===== src/rtl/fpstat_pkg.sv =====
// Package: shared constants for the floating-point status controller.
// Assumes a 32-bit status word with fixed field positions.
package fpstat_pkg;
    localparam int CSR_W      = 32;
    localparam int EXC_N      = 5;
    localparam int RM_LSB     = 0;
    localparam int RM_W       = 2;
    localparam int FLG_LSB    = 2;
    localparam int ENA_LSB    = 7;
    localparam int CAU_LSB    = 12;
    localparam int DNM_BIT    = 18;
    localparam int INEXACT_IX = 0;
    localparam int CODE_W     = 12;
    localparam logic [CSR_W-1:0]  WR_MASK   = 32'h0005_FFFF;
    localparam logic [CODE_W-1:0] TRAP_CODE = 12'h120;
    localparam logic [RM_W-1:0]   RM_TRUNC  = 2'b01;
endpackage


===== src/rtl/fpstat_cause_gen.sv =====
// Module: builds the cause vector of one completing operation.
// Copies each indication and forces inexact on an approximate operation
// that reported nothing. Purely combinational.
module fpstat_cause_gen #(
    parameter int EXC_N      = fpstat_pkg::EXC_N,
    parameter int INEXACT_IX = fpstat_pkg::INEXACT_IX
) (
    input  logic [EXC_N-1:0] exc_in,
    input  logic             approx,
    output logic [EXC_N-1:0] cause
);
    logic none_seen;

    // Purpose: detect an operation that reported no indication.
    always_comb none_seen = (exc_in == '0);

    for (genvar i = 0; i < EXC_N; i++) begin : g_bit
        if (i == INEXACT_IX) begin : g_inx
            // Purpose: inexact may be forced by an approximate operation.
            always_comb cause[i] = exc_in[i] | (approx & none_seen);
        end else begin : g_pass
            // Purpose: other indications pass straight through.
            always_comb cause[i] = exc_in[i];
        end
    end
endmodule


===== src/rtl/fpstat_mode_dec.sv =====
// Module: decodes the rounding and denormal controls from the stored word.
// Assumes that only one rounding code selects truncation.
module fpstat_mode_dec #(
    parameter int              CSR_W    = fpstat_pkg::CSR_W,
    parameter int              RM_LSB   = fpstat_pkg::RM_LSB,
    parameter int              RM_W     = fpstat_pkg::RM_W,
    parameter int              DNM_BIT  = fpstat_pkg::DNM_BIT,
    parameter logic [RM_W-1:0] RM_TRUNC = fpstat_pkg::RM_TRUNC
) (
    input  logic [CSR_W-1:0] csr,
    output logic             rnd_to_zero,
    output logic             flush_denorm
);
    // Purpose: the truncating code selects round-to-zero; any other code selects nearest-even.
    always_comb rnd_to_zero = (csr[RM_LSB +: RM_W] == RM_TRUNC);
    // Purpose: the denormal bit drives flush-to-zero.
    always_comb flush_denorm = csr[DNM_BIT];
endmodule


===== src/rtl/fpstat_state.sv =====
// Module: holds the status word and the trap pulse.
// A write has priority over an operation completion. A completion
// replaces the cause field, ORs the cause into the flags and pulses
// a trap when the cause meets the enables.
module fpstat_state #(
    parameter int               CSR_W   = fpstat_pkg::CSR_W,
    parameter int               EXC_N   = fpstat_pkg::EXC_N,
    parameter int               FLG_LSB = fpstat_pkg::FLG_LSB,
    parameter int               ENA_LSB = fpstat_pkg::ENA_LSB,
    parameter int               CAU_LSB = fpstat_pkg::CAU_LSB,
    parameter logic [CSR_W-1:0] WR_MASK = fpstat_pkg::WR_MASK
) (
    input  logic             clk,
    input  logic             rst_n,
    input  logic             wr_en,
    input  logic [CSR_W-1:0] wr_data,
    input  logic             op_done,
    input  logic [EXC_N-1:0] cause_in,
    output logic [CSR_W-1:0] csr,
    output logic             trap
);
    logic [EXC_N-1:0] ena_now;
    logic [EXC_N-1:0] flg_now;
    logic             hit;

    // Purpose: fetch the fields that an operation update reads.
    always_comb begin
        ena_now = csr[ENA_LSB +: EXC_N];
        flg_now = csr[FLG_LSB +: EXC_N];
        hit     = |(cause_in & ena_now);
    end

    // Purpose: update the word and the trap pulse, with the write taking priority.
    always_ff @(posedge clk) begin
        if (!rst_n) begin
            csr  <= '0;
            trap <= 1'b0;
        end else if (wr_en) begin
            csr  <= wr_data & WR_MASK;
            trap <= 1'b0;
        end else if (op_done) begin
            csr[CAU_LSB +: EXC_N] <= cause_in;
            csr[FLG_LSB +: EXC_N] <= flg_now | cause_in;
            trap                  <= hit;
        end else begin
            trap <= 1'b0;
        end
    end
endmodule


===== src/rtl/fpstat_ctrl.sv =====
// Module: top of the floating-point status and trap controller.
// Connects the cause builder, the state register and the mode decoder.
// The trap code is a constant and is driven only while a trap is requested.
module fpstat_ctrl #(
    parameter int CSR_W  = fpstat_pkg::CSR_W,
    parameter int EXC_N  = fpstat_pkg::EXC_N,
    parameter int CODE_W = fpstat_pkg::CODE_W
) (
    input  logic              clk,
    input  logic              rst_n,
    input  logic              wr_en,
    input  logic [CSR_W-1:0]  wr_data,
    input  logic              op_done,
    input  logic              op_approx,
    input  logic [EXC_N-1:0]  exc_flags,
    output logic [CSR_W-1:0]  csr_q,
    output logic              rnd_to_zero,
    output logic              flush_denorm,
    output logic              trap_req,
    output logic [CODE_W-1:0] trap_code
);
    logic [EXC_N-1:0] cause_w;

    fpstat_cause_gen #(.EXC_N(EXC_N)) u_cause (
        .exc_in (exc_flags),
        .approx (op_approx),
        .cause  (cause_w)
    );

    fpstat_state #(.CSR_W(CSR_W), .EXC_N(EXC_N)) u_state (
        .clk      (clk),
        .rst_n    (rst_n),
        .wr_en    (wr_en),
        .wr_data  (wr_data),
        .op_done  (op_done),
        .cause_in (cause_w),
        .csr      (csr_q),
        .trap     (trap_req)
    );

    fpstat_mode_dec #(.CSR_W(CSR_W)) u_mode (
        .csr          (csr_q),
        .rnd_to_zero  (rnd_to_zero),
        .flush_denorm (flush_denorm)
    );

    // Purpose: drive the fixed exception code while a trap is requested.
    always_comb trap_code = trap_req ? fpstat_pkg::TRAP_CODE : '0;
endmodule


===== config.mk =====
export PLATFORM = sky130hd
export DESIGN_NAME = fpstat_ctrl
export DESIGN_NICKNAME = d
export VERILOG_FILES = /design/src/rtl/fpstat_pkg.sv /design/src/rtl/fpstat_cause_gen.sv /design/src/rtl/fpstat_mode_dec.sv /design/src/rtl/fpstat_state.sv /design/src/rtl/fpstat_ctrl.sv
export SDC_FILE = /design/constraint.sdc
export NUM_CORES = 1
export LEC_CHECK = 0
export ABC_AREA = 0
export BUFFER_PORTS_ARGS = -buffer_cell sky130_fd_sc_hd__buf_2
export CORE_MARGIN = 2
export CORE_UTILIZATION = 42
export DETAILED_ROUTE_END_ITERATION = 12
export GPL_TIMING_DRIVEN = 0
export PLACE_DENSITY = 0.84
export SLEW_MARGIN = 20
export SYNTH_ARGS = -nofsm -noshare
export SYNTH_HDL_FRONTEND = slang
export SYNTH_HIERARCHICAL = 1
export SYNTH_SLANG_ARGS = --single-unit

===== constraint.sdc =====
create_clock -name clk -period 2 [get_ports clk]
set_input_delay 0.1 -clock clk [delete_from_list [all_inputs] [get_ports clk]]
set_output_delay 0.1 -clock clk [all_outputs]
set_load 0.03 [all_outputs]

After elaboration in Yosys (flattened, before gate mapping)
Cells that the tools add are included.
{ "word_totals": {"register_bits": 19, "input_bits": 42, "word_cells": 19} }
{ "op_classes": {"eq_ne": 1, "n_mux": 5, "n_bitwise": 6, "n_reduce_logical": 4} }
{ "op_table": {"columns": ["operator", "count"], "rows": [
  ["5-bit two-way mux", 4],
  ["9-bit two-way mux", 1],
  ["5-bit bitwise AND", 1],
  ["5-bit logical NOT", 1],
  ["5-bit bitwise OR", 1],
  ["5-bit OR reduction", 1],
  ["3-bit OR reduction", 1],
  ["2-bit by 1-bit == test with 1-bit output, second input constant", 1],
  ["1-bit NOT", 2],
  ["2-bit nonzero test", 1],
  ["1-bit bitwise AND", 1],
  ["1-bit bitwise OR", 1]
]} }

Longest topological paths before layout
{ "depth": {"depth_word": 6, "depth_mapped": 4, "ltp_nobuf": 4} }

Cells and area by module
Netlist, hierarchy kept.
{ "by_module_without_submodules": {"columns": ["module", "instances", "cells_each", "area_per_inst_um2", "seq_area_each_um2"], "rows": [
  ["fpstat_state", 1, 89, 949.7, 380.4],
  ["fpstat_ctrl", 1, 13, 93.8, 0.0],
  ["fpstat_cause_gen", 1, 6, 47.5, 0.0],
  ["fpstat_mode_dec", 1, 2, 21.3, 0.0]
]} }

Least setup slack after synthesis
OpenSTA, ideal clock, no wires.
{ "synth_timing": {"path_kind": "input -> register", "startpoint": "input port exc_flags[1]", "endpoint": "register u_state.trap", "setup_ps": 86, "arrival_ps": 1092, "required_ps": 1914, "setup_slack_ps": 823, "stages": 4, "path_buffers": 0, "path_cell_list": "or4b_1 o21bai_1 a22oi_1 a211oi_1"} }
{ "synth_via": {"elab_chain_cells": 5} }
{ "synth_lines": {"columns": ["item", "line_no", "source"], "rows": [
  ["start: declaration", "fpstat_ctrl.sv:15", "input logic [EXC_N-1:0] exc_flags,"],
  ["5-bit logical NOT", "fpstat_cause_gen.sv:15", "always_comb none_seen = (exc_in == '0);"],
  ["1-bit bitwise AND", "fpstat_cause_gen.sv:20", "always_comb cause[i] = exc_in[i] | (approx & none_seen);"],
  ["1-bit bitwise OR", "fpstat_cause_gen.sv:20", null],
  ["net cause_w[0]", "fpstat_ctrl.sv:22", "logic [EXC_N-1:0] cause_w;"],
  ["5-bit bitwise AND", "fpstat_state.sv:30", "hit = |(cause_in & ena_now);"],
  ["5-bit OR reduction", "fpstat_state.sv:30", null],
  ["end signal: assignment", "fpstat_state.sv:44", "trap <= hit;"],
  ["end: declaration", "fpstat_state.sv:20", "output logic trap"]
]} }
The timed path passes the listed nets, and every way through them passes these cells.
A chain may end at the register's enable or synchronous reset.

Worst setup path after layout
{ "layout_timing": {"startpoint": "register u_state.csr[0]", "endpoint": "output port rnd_to_zero"} }
{ "layout_via": {"elab_chain_cells": 1} }
{ "layout_lines": {"columns": ["item", "line_no", "source"], "rows": [
  ["start: declaration", "fpstat_state.sv:19", "output logic [CSR_W-1:0] csr,"],
  ["start signal: assignment", "fpstat_state.sv:39", "csr <= wr_data & WR_MASK;"],
  ["start signal: indexed assignment", "fpstat_state.sv:42", "csr[CAU_LSB +: EXC_N] <= cause_in;"],
  ["start signal: indexed assignment", "fpstat_state.sv:43", "csr[FLG_LSB +: EXC_N] <= flg_now | cause_in;"],
  ["2-bit by 1-bit == test with 1-bit output", "fpstat_mode_dec.sv:15", "always_comb rnd_to_zero = (csr[RM_LSB +: RM_W] == RM_TRUNC);"],
  ["end: declaration", "fpstat_ctrl.sv:17", "output logic rnd_to_zero,"]
]} }
No other way between the ends.

==> impl_metrics.py <==
metrics = {
    "routing": {
        "dr.pass1.iters": 4,
        "antenna_left": 0,
        "drt_wl_total_mm": 2.347,
        "drt_iter0_drc": 11,
        "vias": 928,
        "via_per_inst": 4.316,
        "drc_errors": 0,
        "wire_per_inst_um": 10.92,
    },
    "yosys": {
        "yosysWarnings": 6,
        "synth_edf_count": 0,
        "yosysTopAreaCellShare_pct": 34.20,
        "synth_area_leader_cell": "dfxtp_1",
        "ys_ff_latch": 19,
        "synth_async_sr_flop_share_pct": 0,
        "seq_area_frac_synth_pct": 34.20,
        "synth-main-ff-cell": "dfxtp_1",
        "synthCells": 110,
        "syn_area_sq_um": 1112,
        "synth_area_leaders": "dfxtp_1, buf_4, mux2i_1",
        "ys_types": 20,
        "syn_area_per_cell_sq_um": 10.11,
    },
    "timing": {
        "finalCriticalPeriod_ns": 1.099,
        "rsz0062_at_grt": "no",
        "setup_tns_ns": 0,
        "fmax_ghz": 0.9100,
        "clock_skew_ns": 0.0005970,
        "hold_violations": 0,
        "setup-violations-final": 0,
        "timing.final.crit_share_pct": 54.95,
        "drv_slew": 0,
    },
    "global_routing": {
        "globalRoute.busiestLayer": "met2",
        "antenna_found_initial": 0,
        "use_met2_pct": 28.06,
        "grt_max_degree": 11,
        "grt_pass1_wl_mm": 3.815,
        "grt_overflow": 0,
        "grt_util_met1_pct": 16.50,
        "grt_pass1_vias": 901,
        "met3_usage_pct": 3.981,
        "grtUsageTotal_pct": 15.04,
    },
    "power": {
        "power_leakage_nw": 0.8903,
        "seq_power_share_pct": 45.3,
        "p_comb_share_pct": 33.8,
        "internal-power_w": 0.0006125,
        "vdd_drop_max_v": 0.0004564,
        "clockPowerShare_pct": 20.9,
        "cellPowerDensity_nw_per_um2": 616.7,
        "p_sw_w": 0.0003150,
        "swShare_pct": 33.96,
    },
    "setup_path": {
        "reg2reg_from": "u_state/csr[13]$_SDFFE_PN0P_",
        "critical_path_arrival_ns": 1.00,
        "path_cells": "nor2b_4 -> buf_2",
        "critPathSlowestCell": "dfxtp_1",
        "cp.required_ns": 1.90,
        "crit_end": "rnd_to_zero",
        "cp-start-kind": "flop",
        "rrSetupSlack_ns": 1.11,
        "startpoint": "u_state/csr[0]$_SDFFE_PN0P_",
        "cp_num_buf_inv": 1,
        "worstSetupPathType": "flop to output port",
        "cp_max_fo": 3,
        "rr_worst_depth": 2,
        "crit_cells": 2,
        "end_kind": "output port",
        "worstReg2RegEnd": "u_state/csr[13]$_SDFFE_PN0P_",
        "cpPeakStageDelay_ns": 0.37,
        "cpLargestDelayFamily": "flip-flops",
    },
    "placed_design": {
        "io_buffers": 49,
        "dp_hpwl_mm": 1.933,
        "place.gp.congestion": 0.7156,
        "placed_area_sq_um": 1478,
    },
    "job": {
        "maxCapViolations": 0,
    },
    "clock_network": {
        "clk-insertion-delay-late_ns": 0.29,
        "cts_max_path_buffers": 2,
        "cts_buffers": 3,
        "post_cts_buffers": 0,
        "cts_tree": "yes",
        "cts_resized": 0,
        "cts_root_buf": "clkbuf_4",
        "clk_pin_slew_ns": 0.11,
        "ctsHoldBuffers": 0,
        "htree_levels": 1,
        "clock_sinks": 19,
    },
    "layout": {
        "seq_area_sq_um": 380.4,
        "area_growth_pct": 35.21,
        "nFillCells": 233,
        "fin_area_sq_um": 1504,
        "num_antenna_cells": 0,
        "nNetsFinal": 228,
        "drive_above_1_share_pct": 53.51,
        "multi_input_area_sq_um": 545.5,
    },
    "floorplanning": {
        "rows": 18,
        "die_area_sq_um": 3076,
        "initial_core_util_pct": 44.49,
        "die_w_um": 55.46,
        "core_area_sq_um": 2500,
        "io_pins": 89,
        "die_y_um": 55.46,
    },
    "hold_path": {
        "hp-class": "input port to flop",
    },
    "status": {
        "status": "completed",
    },
}
flip-flops by register name (all words and copies together), names as in the netlist:
name and count:
u_state/trap 1, u_state/csr 18
worst reg2reg max path, cell delays in order, from the launching register on:
cell     delay [ns]
dfxtp_1        0.33
mux2_4         0.26
o211a_1        0.20
layout by cell type, fill, tap and decap left out:
cell type / instances
mux2_4: 4
or4b_1: 1
dfxtp_1: 19
nand2_1: 1
nand2b_1: 10
a211o_2: 5
and3_1: 5
buf_6: 1
a211oi_1: 1
clkbuf_1: 1
buf_4: 33
nor2b_4: 1
mux2i_1: 8
a22oi_1: 1
a222oi_1: 1
o211a_1: 5
o21bai_1: 1
nor2b_1: 8
conb_1: 24
mux2_2: 1
buf_2: 51
clkbuf_4: 3
power by group through the flow:
| stage | combinational, W | clock [W] | sequential (W) |
|---|---|---|---|
| after floorplan | 0.000192 | 0 | 0.000478 |
| after global placement | 0.000307 | 0 | 0.000428 |
| after detailed placement | 0.000312 | 0 | 0.000430 |
| after CTS | 0.000313 | 0.000198 | 0.000421 |
| after global routing | 0.000334 | 0.000215 | 0.000424 |
| final | 0.000313 | 0.000194 | 0.000420 |
area by class of cell:
class / instances / share of cell area (%)
repair buffers: 49 / 16.31
well taps: 30 / 2.496
flip-flops and latches: 19 / 25.29
plain buffers: 36 / 17.89
clock buffers: 4 / 1.747
multi-input cells: 77 / 36.27
per-stage QoR:
step / hold WS [ns] / power, W / util, % / worst slack (ns) / std cells
2_1_floorplan: 0.2282 / 0.0006697 / - / 0.8225 / 132
4_1_cts: 0.05667 / 0.0009327 / 60.16 / 0.8942 / 215
5_1_grt: 0.06778 / 0.0009726 / 60.16 / 0.8266 / 215
3_3_place_gp: 0.3571 / 0.0007349 / 59.11 / 0.6253 / 211
6_report: 0.05729 / 0.0009274 / 60.16 / 0.9011 / 215
3_5_place_dp: 0.3683 / 0.0007419 / 59.11 / 0.6071 / 211
Yosys cell counts (all sizes together), types with 2 or more instances:
master,count
conb,2
mux2,5
buf,36
nand2b,10
and3,5
o211a,5
dfxtp,19
a211o,5
mux2i,8
nor2b,9
layer usage:
metal | part of all wire (%) | wire [um] | vias up
li1 | - | - | 470
met1 | 41 | 966 | 412
met2 | 49 | 1161 | 44
met3 | 8.4 | 197 | 2
met4 | 0.89 | 21 | 0
met5 | 0 | 0 | -
cell families after synthesis:
kind of cell	after synthesis	share of synthesized area, %
DFF	19	34.20
muxes	13	13.61
and+or+nand+nor	26	15.41
AOI/OAI and AO/OA	14	11.92
buffers and inverters	36	24.18
other	2	0.6752
worst min path at each step:
stage / startpoint / endpoint / cells past startpoint
after floorplan: rst_n / u_state/csr[0]$_SDFFE_PN0P_ / 1
after global placement: wr_data[10] / u_state/csr[10]$_SDFFE_PN0P_ / 3
after detailed placement: wr_data[18] / u_state/csr[18]$_SDFFE_PN0P_ / 3
after CTS: wr_data[18] / u_state/csr[18]$_SDFFE_PN0P_ / 3
after global routing: wr_data[18] / u_state/csr[18]$_SDFFE_PN0P_ / 3
final: wr_data[18] / u_state/csr[18]$_SDFFE_PN0P_ / 3
(Power assumes the default switching activity.)
